`src/rtl/hint_tagger.sv`:
```
module hint_tagger #(
  parameter int DEPTH  = 64,
  parameter int TAG_W  = 8,
  parameter int ADDR_W = 32,
  localparam int IDX_W = $clog2(DEPTH)
) (
  input  logic              clk,
  input  logic              rst_n,
  input  logic [1:0]        mode_sel,
  input  logic              tbl_we,
  input  logic [IDX_W-1:0]  tbl_widx,
  input  logic [TAG_W-1:0]  tbl_wtag,
  input  logic              tbl_wvld,
  input  logic              hint_we,
  input  logic [1:0]        hint_cls,
  input  logic [1:0]        hint_val,
  input  logic              in_valid,
  output logic              in_ready,
  input  logic [1:0]        in_kind,
  input  logic [1:0]        in_class,
  input  logic [IDX_W-1:0]  in_vec,
  input  logic [IDX_W-1:0]  in_ctx,
  input  logic [ADDR_W-1:0] in_addr,
  output logic              out_valid,
  input  logic              out_ready,
  output logic [1:0]        out_kind,
  output logic [1:0]        out_class,
  output logic [ADDR_W-1:0] out_addr,
  output logic              out_hint_en,
  output logic [1:0]        out_hint,
  output logic [TAG_W-1:0]  out_tag
);
  localparam logic [1:0] MODE_VEC = 2'b01;
  localparam logic [1:0] MODE_CTX = 2'b10;

  logic [TAG_W-1:0] tag_mem [DEPTH];
  logic [DEPTH-1:0] tag_ok;
  logic [1:0]       cls_hint [3];

  logic             take, use_tbl, hintable, ent_ok;
  logic [IDX_W-1:0] sel_idx;
  logic [1:0]       hint_nx;
  logic [TAG_W-1:0] tag_nx;

  assign in_ready = !out_valid || out_ready;
  assign take     = in_valid && in_ready;
  assign use_tbl  = (mode_sel == MODE_VEC) || (mode_sel == MODE_CTX);
  assign sel_idx  = (mode_sel == MODE_VEC) ? in_vec : in_ctx;
  assign hintable = (in_kind != 2'b00) && (in_class != 2'b11);
  assign ent_ok   = use_tbl && tag_ok[sel_idx];
  assign hint_nx  = hintable ? cls_hint[in_class] : 2'b00;
  assign tag_nx   = (hintable && ent_ok) ? tag_mem[sel_idx] : '0;

  always_ff @(posedge clk) begin
    if (tbl_we) tag_mem[tbl_widx] <= tbl_wtag;
  end

  always_ff @(posedge clk) begin
    if (!rst_n) begin
      tag_ok      <= '0;
      cls_hint[0] <= 2'b00;
      cls_hint[1] <= 2'b01;
      cls_hint[2] <= 2'b10;
    end else begin
      if (tbl_we) tag_ok[tbl_widx] <= tbl_wvld;
      if (hint_we && hint_cls != 2'b11) cls_hint[hint_cls] <= hint_val;
    end
  end

  always_ff @(posedge clk) begin
    if (!rst_n) begin
      out_valid   <= 1'b0;
      out_kind    <= '0;
      out_class   <= '0;
      out_addr    <= '0;
      out_hint_en <= 1'b0;
      out_hint    <= '0;
      out_tag     <= '0;
    end else if (in_ready) begin
      out_valid <= in_valid;
      if (take) begin
        out_kind    <= in_kind;
        out_class   <= in_class;
        out_addr    <= in_addr;
        out_hint_en <= hintable;
        out_hint    <= hint_nx;
        out_tag     <= tag_nx;
      end
    end
  end
endmodule


```
`config.mk`:
```
export PLATFORM = sky130hd
export DESIGN_NAME = hint_tagger
export DESIGN_NICKNAME = d
export VERILOG_FILES = /design/src/rtl/hint_tagger.sv
export SDC_FILE = /design/constraint.sdc
export NUM_CORES = 1
export LEC_CHECK = 0
export ABC_AREA = 1
export BUFFER_PORTS_ARGS = -buffer_cell sky130_fd_sc_hd__buf_2
export CORE_MARGIN = 5
export CORE_UTILIZATION = 55
export CTS_CLUSTER_DIAMETER = 30
export DETAILED_ROUTE_END_ITERATION = 16
export PLACE_DENSITY = 0.75
export SETUP_SLACK_MARGIN = 0.1
export SLEW_MARGIN = 20
export SYNTH_ARGS = -nofsm -noshare
export SYNTH_HDL_FRONTEND = slang
export SYNTH_SLANG_ARGS = --single-unit
```
`constraint.sdc`:
```
create_clock -name clk -period 2.3 [get_ports clk]
set_clock_uncertainty 0.05 [all_clocks]
set_input_delay 0.46 -clock clk [delete_from_list [all_inputs] [get_ports clk]]
set_output_delay 0.46 -clock clk [all_outputs]
set_load 0.02 [all_outputs]
```
==> impl_metrics.tcl <==
set metrics [dict create \
    htreeDepth 3 \
    fmax_mhz 462 \
    nets 2939 \
    vias 21300 \
    dr.pass1.iters 6 \
    async_flop_share_pct 0 \
    max_stage_delay_ns 0.36 \
    synth_area_mm2 0.0262 \
    worstMarginPinSlew_ns 0.924 \
    arrival_ns 2.65 \
    maxCapViolations 0 \
    critical-path-top-delay-family "simple AND/OR/NAND/NOR gates" \
    cts_sinks 632 \
    synth_common_cells "nand2_1 (618), nand3_1 (565), edfxtp_1 (520)" \
    rows 80 \
    drc 0 \
    post-dp-hpwl_um 45300 \
    dp.cells 3321 \
    io_buffers 123 \
    initial_core_util_pct 55.2 \
    critPathKind "input pin to flip-flop" \
    dieArea_mm2 0.0521 \
    wl_um 78200 \
    antenna_found_initial 3 \
    crit_chain "buf_2 -> inv_1 -> ha_4 -> buf_4 -> o21ai_4 -> buf_6 -> buf_12 -> nand3_1 -> nand3_1 -> nand3_1 -> nand2_1 -> nor2_1 -> nor2_1 -> nor2_1 -> nand2_1 -> a21oi_1" \
    rsz0062_at_grt "true" \
    synth_area_leaders "edfxtp_1 (60%), nand3_1 (11%), nand2_1 (8.9%)" \
    cp-startpoint "mode_sel[1]" \
    core_mm2 0.0474 \
    netlist_instances 2547 \
    finalSetupViolations 0 \
    syn_to_final_growth_pct 28.7 \
    grt_overflow 0 \
    path_buf_inv 5 \
    clock_latency_ns 0.68 \
    final.setup.tns_ns 0 \
    nFillCells 3154 \
    stdcell_count 3583 \
    worstHoldPathType "input pin to flip-flop" \
    via_per_inst 5.93 \
    grt_pass1_vias 21100 \
    cts.clk_slew.worst_paths_ns 0.05 \
    r2r.worst_path.cells 10 \
    hold_viol 0 \
    avgSynthCellArea_um2 10.3 \
    netlist-cell-type-count 24 \
    layout_min_cycle_time_ns 2.17 \
    cts_tree "done" \
    synth_edf_count 520 \
    synth.most_common_cell "nand2_1" \
    status "finished clean" \
    fin_hold_ws_ns 0.0334 \
    min_from "in_addr[2]" \
    netlist.area_leader.share_pct 59.6 \
    grt_max_degree 104 \
    post-route-period-util_pct 94.2 \
    chipWidth_um 228 \
    slowest_stage "o21ai_4" \
    crit_path_end_kind "flip-flop" \
    path_depth 16 \
    cts-root-buf "clkbuf_16" \
    synth_largest_area_cell "edfxtp_1" \
    drtIter0Drc 2574 \
    ys_seq_elements 632 \
    ir_worst_vdd_uv 923 \
    wl_per_cell_um 21.8 \
    p_total_uw 33200 \
    r2r-start "tag_ok[10]" \
    p_per_area_mw_per_mm2 986 \
    synthFlopType "edfxtp_1" \
    ant_nets 0 \
    layout-drive-gt1-share_pct 19.3 \
    grt_usage_pct 28.5 \
    p_leak_uw 0.0132 \
    yosys_warnings 0 \
    grt_first_pass_wirelength_um 117000 \
    ys_seq_area_share_pct 68.2 \
    slew_viol_final 0 \
    cp.required_ns 2.79 \
    relSlewSlack_pct 38.4 \
    globalplace.congestion 0.902 \
    crit_path_max_fanout 11 \
    die_height_um 228 \
    cp-start-kind "input pin" \
    pin_count 124 \
    cts_max_path_buffers 3 \
    utilization_pct 71.1 \
    hold_path_depth 3 \
    cts_buffers 116 \
]
-- path summary, 6_finish.rpt --
check	to	slack [ns]
max	out_tag[3]	0.13
min	out_addr[2]	0.03
min reg2reg	out_tag[2]	0.42
max reg2reg	out_tag[7]	0.59
-- power by group --
group / switching, uW / internal, uW
Sequential: 55.8 / 12500
Clock: 5970 / 11800
Combinational: 1890 / 1010
Total: 7910 / 25300
-- repair_timing --
item / CTS / global route
gates resized for setup: 1 / 26
pin swaps: 0 / 6
endpoints found under the setup margin: 7 / 8
setup buffers: 0 / 17
hold buffers: 15 / 0
endpoints found under the hold margin: 15 / 0
cloned: 0 / 7
-- worst register-to-register path: cells and delay by family (launching register included) --
family / cells / cell delay [ns]
and+or+nand+nor: 9 / 1.11
DFF: 1 / 0.35
AOI/OAI and AO/OA: 1 / 0.14
-- layer usage --
metal	share of wire (%)	track usage [%]	wire, um
met1	36	36.3	28400
met4	5.0	15.2	3950
met5	0	0	0
met2	48	46.9	37900
met3	10	5.16	7960
-- registers in the layout (all words and copies together) (netlist names) --
signal	flops
out_class	2
out_kind	2
out_addr	32
out_valid	1
tag_mem	512
tag_ok	64
cls_hint	8
out_hint_en	1
out_tag	8
out_hint	2
-- final cells by class --
cell class              count  area [um2]  area share, %
diodes                      2        5.00         0.0148
clock buffers             132        3040           9.00
clock inverters            89        1120           3.31
inverters                 115         434           1.29
multi-input cells        1638        7280           21.6
flip-flops and latches    632       17900           53.0
well taps                 615         769           2.28
repair buffers            360        3220           9.55
-- cell families (layout without fill, tap and decap cells) --
family | count (synthesis) | after routing | share of synthesized area (%)
adders and majority gates | 1 | 1 | 0.0478
buffers and inverters | 278 | 696 | 4.45
other | 1 | 4 | 0.0143
DFF | 632 | 632 | 68.2
and+or+nand+nor | 1509 | 1509 | 24.8
AOI/OAI and AO/OA | 126 | 126 | 2.49
-- cell usage in the layout, fill, tap and decap left out, types with 12 or more instances in the layout --
master	Yosys	routed
bufinv_16	0	20
inv_6	0	12
nor3_1	73	73
a21oi_1	13	13
o21ai_0	105	105
nand3_1	565	556
dlygate4sd3_1	0	15
buf_12	0	47
clkbuf_16	0	125
dfxtp_1	112	112
inv_1	110	110
clkinv_2	0	19
nor2_1	244	244
nand2_1	618	614
clkinv_1	1	12
buf_4	8	156
buf_2	74	123
edfxtp_1	520	520
clkinvlp_4	0	17
-- per-stage QoR --
stage | worst slack, ns | area, um2
floorplan | 0.111 | 26200
global placement | -0.586 | 28900
detailed placement | -0.604 | 28900
CTS | 0.134 | 33300
global route | 0.0812 | 33700
finish | 0.133 | 33700
Power figures use the tool's default switching activity.
